$ cat config.mk
export PLATFORM = sky130hd
export DESIGN_NAME = exc_flush_ctrl
export DESIGN_NICKNAME = d
export VERILOG_FILES = /design/src/rtl/exc_pkg.sv /design/src/rtl/exc_detect.sv /design/src/rtl/exc_prio.sv /design/src/rtl/exc_record.sv /design/src/rtl/exc_flush_ctrl.sv
export SDC_FILE = /design/constraint.sdc
export NUM_CORES = 1
export LEC_CHECK = 0
export BUFFER_PORTS_ARGS = -buffer_cell sky130_fd_sc_hd__buf_4
export CAP_MARGIN = 0
export CORE_ASPECT_RATIO = 1.2
export CORE_MARGIN = 4
export CORE_UTILIZATION = 47
export CTS_CLUSTER_DIAMETER = 80
export DETAILED_ROUTE_END_ITERATION = 8
export PLACE_DENSITY = 0.92
export SYNTH_ARGS = -nofsm -noshare
export SYNTH_HDL_FRONTEND = slang
export SYNTH_SLANG_ARGS = --single-unit
$ cat constraint.sdc
create_clock -name clk -period 1.8 [get_ports clk]
set_input_delay 0 -clock clk [delete_from_list [all_inputs] [get_ports clk]]
set_output_delay 0 -clock clk [all_outputs]
set_load 0.005 [all_outputs]
$ cat src/rtl/exc_pkg.sv
package exc_pkg;
  localparam int NSTG = 4;
  localparam int STG_IF  = 0;
  localparam int STG_ID  = 1;
  localparam int STG_EX  = 2;
  localparam int STG_MEM = 3;
  localparam int NSRC = 2;
  localparam int SRC_EX  = 0;
  localparam int SRC_MEM = 1;

  typedef enum logic [1:0] {
    SEL_SEQ   = 2'd0,
    SEL_BTGT  = 2'd1,
    SEL_DADDR = 2'd2
  } pcsel_e;

  typedef enum logic [1:0] {
    CAUSE_NONE  = 2'd0,
    CAUSE_BTGT  = 2'd1,
    CAUSE_DADDR = 2'd2
  } cause_e;
endpackage

$ cat src/rtl/exc_detect.sv
module exc_detect
  import exc_pkg::*;
(
  input  logic [NSRC-1:0] stg_valid,
  input  logic [NSRC-1:0] stg_flag,
  output logic [NSRC-1:0] hit
);
  for (genvar i = 0; i < NSRC; i++) begin : g_src
    assign hit[i] = stg_valid[i] & stg_flag[i];
  end
endmodule

$ cat src/rtl/exc_prio.sv
module exc_prio
  import exc_pkg::*;
(
  input  logic [NSRC-1:0] hit,
  output pcsel_e          sel,
  output cause_e          code,
  output logic            taken,
  output logic [NSTG-1:0] flush
);
  int unsigned fault_stg;

  always_comb begin
    sel       = SEL_SEQ;
    code      = CAUSE_NONE;
    fault_stg = 0;
    if (hit[SRC_MEM]) begin
      sel       = SEL_DADDR;
      code      = CAUSE_DADDR;
      fault_stg = STG_MEM;
    end else if (hit[SRC_EX]) begin
      sel       = SEL_BTGT;
      code      = CAUSE_BTGT;
      fault_stg = STG_EX;
    end
  end

  assign taken = |hit;

  for (genvar s = 0; s < NSTG; s++) begin : g_flush
    assign flush[s] = taken && (s <= fault_stg);
  end
endmodule

$ cat src/rtl/exc_record.sv
module exc_record
  import exc_pkg::*;
#(
  parameter int XLEN = 32
) (
  input  logic            clk,
  input  logic            rst_n,
  input  logic            load,
  input  logic [XLEN-1:0] pc_in,
  input  cause_e          code_in,
  output logic [XLEN-1:0] epc,
  output logic [1:0]      cause
);
  always_ff @(posedge clk or negedge rst_n) begin
    if (!rst_n) begin
      epc   <= '0;
      cause <= CAUSE_NONE;
    end else if (load) begin
      epc   <= pc_in;
      cause <= code_in;
    end
  end

  assert_epc_load_R8: assert property (@(posedge clk) disable iff (!rst_n)
    load |=> (epc == $past(pc_in) && cause == $past(code_in)));
  assert_hold_R9: assert property (@(posedge clk) disable iff (!rst_n)
    !load |=> ($stable(epc) && $stable(cause)));
  assert_cause_legal_R8: assert property (@(posedge clk) disable iff (!rst_n)
    $onehot0(cause));
endmodule

$ cat src/rtl/exc_flush_ctrl.sv
module exc_flush_ctrl
  import exc_pkg::*;
#(
  parameter int              XLEN          = 32,
  parameter logic [XLEN-1:0] BTGT_HANDLER  = 32'h0000_0180,
  parameter logic [XLEN-1:0] DADDR_HANDLER = 32'h0000_01C0
) (
  input  logic            clk,
  input  logic            rst_n,
  input  logic            ex_valid,
  input  logic            ex_bad_target,
  input  logic [XLEN-1:0] ex_pc,
  input  logic            mem_valid,
  input  logic            mem_bad_addr,
  input  logic [XLEN-1:0] mem_pc,
  output logic [1:0]      pc_sel,
  output logic [XLEN-1:0] redirect_pc,
  output logic [3:0]      flush,
  output logic [XLEN-1:0] epc,
  output logic [1:0]      cause
);
  logic [NSRC-1:0] hit;
  pcsel_e          sel;
  cause_e          code;
  logic            taken;
  logic [XLEN-1:0] fault_pc;

  exc_detect u_det (
    .stg_valid ({mem_valid, ex_valid}),
    .stg_flag  ({mem_bad_addr, ex_bad_target}),
    .hit       (hit)
  );

  exc_prio u_prio (
    .hit   (hit),
    .sel   (sel),
    .code  (code),
    .taken (taken),
    .flush (flush)
  );

  always_comb begin
    unique case (sel)
      SEL_BTGT:  redirect_pc = BTGT_HANDLER;
      SEL_DADDR: redirect_pc = DADDR_HANDLER;
      default:   redirect_pc = '0;
    endcase
  end

  assign pc_sel   = sel;
  assign fault_pc = (sel == SEL_DADDR) ? mem_pc : ex_pc;

  exc_record #(.XLEN(XLEN)) u_rec (
    .clk     (clk),
    .rst_n   (rst_n),
    .load    (taken),
    .pc_in   (fault_pc),
    .code_in (code),
    .epc     (epc),
    .cause   (cause)
  );

  assert_quiet_R2: assert property (@(posedge clk) disable iff (!rst_n)
    !(ex_valid && ex_bad_target) && !(mem_valid && mem_bad_addr)
      |-> (flush == 4'b0000 && pc_sel == 2'd0));
  assert_ex_redirect_R4: assert property (@(posedge clk) disable iff (!rst_n)
    (ex_valid && ex_bad_target && !(mem_valid && mem_bad_addr))
      |-> (flush == 4'b0111 && pc_sel == 2'd1 && redirect_pc == BTGT_HANDLER));
  assert_mem_wins_R6: assert property (@(posedge clk) disable iff (!rst_n)
    (mem_valid && mem_bad_addr)
      |-> (flush == 4'b1111 && pc_sel == 2'd2 && redirect_pc == DADDR_HANDLER));
  assert_mem_epc_R6: assert property (@(posedge clk) disable iff (!rst_n)
    (mem_valid && mem_bad_addr) |=> (epc == $past(mem_pc) && cause == 2'd2));
endmodule

# Word level (Yosys, flattened, before mapping)
# Index checks and enable logic that the tools add are counted.
[op_classes]
reduce_logical = 5
n_bitwise = 2
magnitude_cmp = 4
muxes = 6
eq_ne = 2
[ops]
columns = ["op", "count"]
rows = [
  ["$le A1 B32 Y1 const A", 2],
  ["$le A2 B32 Y1 const A", 2],
  ["$mux W32", 2],
  ["$pmux W9 S2", 1],
  ["$logic_and A1 B1 Y1", 4],
  ["$mux W2", 2],
  ["$and A1 B1 Y1", 2],
  ["$eq A2 B1 Y1 const B", 1],
  ["$eq A2 B2 Y1 const B", 1],
  ["$reduce_or A2 Y1", 1],
  ["$mux W1", 1],
]
[totals]
reg_bits = 34
in_bits = 70

# Depth between registers and ports, before layout
[logic_depth]
depth_word = 5
mapped_depth = 4

# Cells and area by module
# From an unflattened synthesis, not the netlist that was laid out.
[hier_totals]
cells_unflattened = 153
area_unflattened_um2 = 2284.7
[modules_own_cells]
columns = ["module", "n_inst", "cells_per_inst", "area_each_um2"]
rows = [
  ["exc_record", 1, 72, 1417.6],
  ["exc_flush_ctrl", 1, 70, 793.3],
  ["exc_prio", 1, 9, 61.3],
  ["exc_detect", 1, 2, 12.5],
]

# Worst setup path after synthesis
# Ideal clock, no wire load.
[synth_path]
path_kind = "reg2reg"
start = "register, netlist name u_rec.epc[19]"
end = "register u_rec.epc[19]"
setup_slack_ns = 1.040
arrival_time_ns = 0.678
stages_incl_launch_ff = 3
period_less_slack_ns = 0.760
t_required_ns = 1.718
setup_ns = 0.082
path_cell_list = "dfrtp_1 -> a21bo_2 -> a31oi_1"
[synth_rtl]
columns = ["item", "line_no", "source"]
rows = [
  ["end signal: assignment", "exc_record.sv:19", "epc <= pc_in;"],
  ["end: declaration", "exc_record.sv:11", "output logic [XLEN-1:0] epc,"],
]

# Final worst setup path
[layout_path]
start = "input mem_bad_addr"
end = "output redirect_pc[8]"
[layout_between]
elab_chain_cells = 4
elab_cells_between_ends = 5
cone_classes = "eq/ne: 2; mux: 2; bitwise: 1"
[layout_lines]
columns = ["item", "line_no", "source"]
rows = [
  ["start: declaration", "exc_flush_ctrl.sv:14", "input logic mem_bad_addr,"],
  ["$and A1 B1 Y1 *", "exc_detect.sv:9", "assign hit[i] = stg_valid[i] & stg_flag[i];"],
  ["$mux W2 *", "exc_prio.sv:16", "if (hit[SRC_MEM]) begin"],
  ["$eq A2 B2 Y1 or $eq A2 B1 Y1 (tied branches)", "exc_flush_ctrl.sv:43", "unique case (sel)"],
  ["$pmux W9 S2 *", "exc_flush_ctrl.sv:43", ""],
  ["end: declaration", "exc_flush_ctrl.sv:17", "output logic [XLEN-1:0] redirect_pc,"],
]
# Mark *: on every way between the ends. The rest lies on a longest branch, timed or not.

==> flow_metrics.env <==
export IMPL_place_congestion=0.723
export IMPL_ant_nets=0
export IMPL_grt_busiest_layer="met2"
export IMPL_drt_wl_total_um=6530
export IMPL_skew_ns=0
export IMPL_viasPerCell=5.67
export IMPL_dieArea_sq_um=6150
export IMPL_avgSynthCellArea_sq_um=9.78
export IMPL_hold_start="ex_pc[5]"
export IMPL_vias=2207
export IMPL_drtIter0Drc=110
export IMPL_numPortBuffers=112
export IMPL_clockBufferDepth=2
export IMPL_antenna_cells=0
export IMPL_synth_flop_cell="dfrtp_1"
export IMPL_powerDensity_nw_per_um2=710
export IMPL_final_hold_viol_count=0
export IMPL_mostFrequentLayoutCell="buf_4"
export IMPL_synth_cell_types=18
export IMPL_core_area_sq_um=4700
export IMPL_syn_inst=238
export IMPL_startpoint_type="input pin"
export IMPL_std_cell_rows=27
export IMPL_setup_viol=0
export IMPL_crit_reg2reg_launch="u_rec.epc[6]$_DFFE_PN0P_"
export IMPL_htree_levels=2
export IMPL_worstSetupPathType="in -> out"
export IMPL_clk_pin_slew_ns=0.07
export IMPL_final_util_pct=65.7
export IMPL_use_met1_pct=22.6
export IMPL_drive_above_1_share_pct=44.7
export IMPL_syn_to_final_growth_pct=32.5
export IMPL_status="complete, no violations"
export IMPL_wl_per_cell_um=16.8
export IMPL_power_leakage_nw=1.46
export IMPL_io_pin_count=142
export IMPL_clkSinkCount=34
export IMPL_grt_pass1_vias=2095
export IMPL_period_minus_slack_ns=1.07
export IMPL_r2r_end="u_rec.epc[6]$_DFFE_PN0P_"
export IMPL_track_usage_pct=20.1
export IMPL_hold_class="in -> reg"
export IMPL_die_width_um=72.3
export IMPL_cp_arrival_ns=1.07
export IMPL_die_h_um=85.1
export IMPL_finalMaxSlewViolations=0
export IMPL_fin_crit_sh_pct=59.4
export IMPL_drcViolationCount=0
export IMPL_grt_use_met2_pct=36.0
export IMPL_syn_area_sq_um=2330
export IMPL_cp_required_ns=1.80
export IMPL_cts_made_buffers=5
export IMPL_final_net_count=400
export IMPL_grt_pass1_wl_um=10000
export IMPL_most_common_layout_cells="116 x buf_4, 34 x dfrtp_1, 32 x nand3_1, 32 x a31oi_1, 30 x a221oi_1"
export IMPL_antenna_found_initial=0
export IMPL_r2r_cells=2
export IMPL_initial_core_util_pct=49.6
export IMPL_ys_ff_latch=34
export IMPL_critPathCaptureType="output pin"
export IMPL_synthArstFlopShare_pct=100
export IMPL_postCtsSetupBuffers=0
export IMPL_rrSetupSlack_ns=0.91
export IMPL_hold_depth=3
export IMPL_synth_enable_flop_cells=0
export IMPL_crit_fanout=58
export IMPL_min_to="u_rec.epc[5]$_DFFE_PN0P_"
export IMPL_fin_setup_tns_ns=0
export IMPL_first_pass_iters=4
export IMPL_hpwl_um=4440
export IMPL_use_met3_pct=4.62
export IMPL_yosysSeqAreaShare_pct=36.5
export IMPL_vdd_ir_drop_max_mv=0.437
export IMPL_grt_overflow_total=0
export IMPL_worstMarginPinSlew_ns=0.542
export IMPL_rsz0062_at_grt="no"
export IMPL_fillers=383
export IMPL_drv_cap=0
export IMPL_tritoncts="yes"
export IMPL_slew_headroom_pct=63.8
export IMPL_total_power_mw=2.19
export IMPL_yosysWarnings=0
export IMPL_fmax_mhz=935
export IMPL_clockRootBuffer="clkbuf_8"
export IMPL_grt_max_degree=59
export IMPL_clk_insertion_delay_late_ns=0.27
metal layers:
layer | vias up | share of wire [%] | wire (um)
li1 | 1032 | - | -
met4 | 0 | 2.1 | 140
met1 | 1062 | 35 | 2270
met3 | 14 | 8.2 | 534
met5 | - | 0 | 0
met2 | 99 | 55 | 3590
kinds of logic after synthesis:
family,Yosys count,share of synthesized area (%)
flops,34,36.5
buf+inv,68,20.1
other cells,1,0.161
compound gates,97,34.9
simple gates,38,8.28
synth_stat cells (4+ instances only):
master    count  area (sq um)
a31oi_1      32           200
a221oi_1     30           263
dfrtp_1      34           851
a21bo_1       8          80.1
nand3_1      32           160
buf_6         5          56.3
a21bo_2      24           240
buf_2        17          85.1
buf_4        41           308
clkbuf_1      4          15.0
through the flow:
step | setup slack [ns] | instances | instance area, sq um | hold WS, ns
after floorplan | 1.04 | 266 | 2430 | -0.296
after global placement | 0.586 | 373 | 2910 | -0.0280
after detailed placement | 0.530 | 373 | 2910 | -0.0236
after CTS | 0.723 | 389 | 3080 | 0.000281
after global routing | 0.646 | 389 | 3080 | 0.00245
final | 0.731 | 389 | 3080 | 0.00586
report_power, final:
part / leakage [nW] / switching (mW) / internal [mW]
clock network: 0.0482 / 0.260 / 0.308
registers: 0.384 / 0.0618 / 0.873
logic: 1.03 / 0.299 / 0.389
total: 1.46 / 0.620 / 1.57
worst max-delay path: stages:
cell,delay [ns]
buf_4,0.43
a22o_4,0.43
buf_4,0.18
sequential cells by signal, indices dropped and copies added (netlist names):
signal and flops:
u_rec.cause 2, u_rec.epc 32
worst max path at each step:
stage	from	endpoint	slack, ns
3_5_place_dp	mem_bad_addr	u_rec.epc[6]$_DFFE_PN0P_	0.53
6_report	mem_bad_addr	redirect_pc[8]	0.73
2_1_floorplan	ex_valid	u_rec.epc[1]$_DFFE_PN0P_	1.04
5_1_grt	mem_bad_addr	flush[0]	0.65
4_1_cts	mem_bad_addr	redirect_pc[8]	0.72
3_3_place_gp	mem_bad_addr	u_rec.epc[24]$_DFFE_PN0P_	0.59
timing repair:
item,CTS,global route
gates resized for setup,0,0
hold buffers,8,0
hold endpoints to repair,41,0
cell type report:
| type | instances | area (sq um) | share of cell area [%] |
|---|---|---|---|
| multi-input cells | 164 | 1110 | 36.1 |
| repair buffers | 124 | 951 | 30.8 |
| flip-flops and latches | 34 | 851 | 27.6 |
| clock buffers | 7 | 86.3 | 2.80 |
| well taps | 58 | 72.6 | 2.35 |
| clock inverters | 1 | 5.00 | 0.162 |
| inverters | 1 | 3.75 | 0.122 |
No activity file was read; power rests on OpenSTA's default activity.
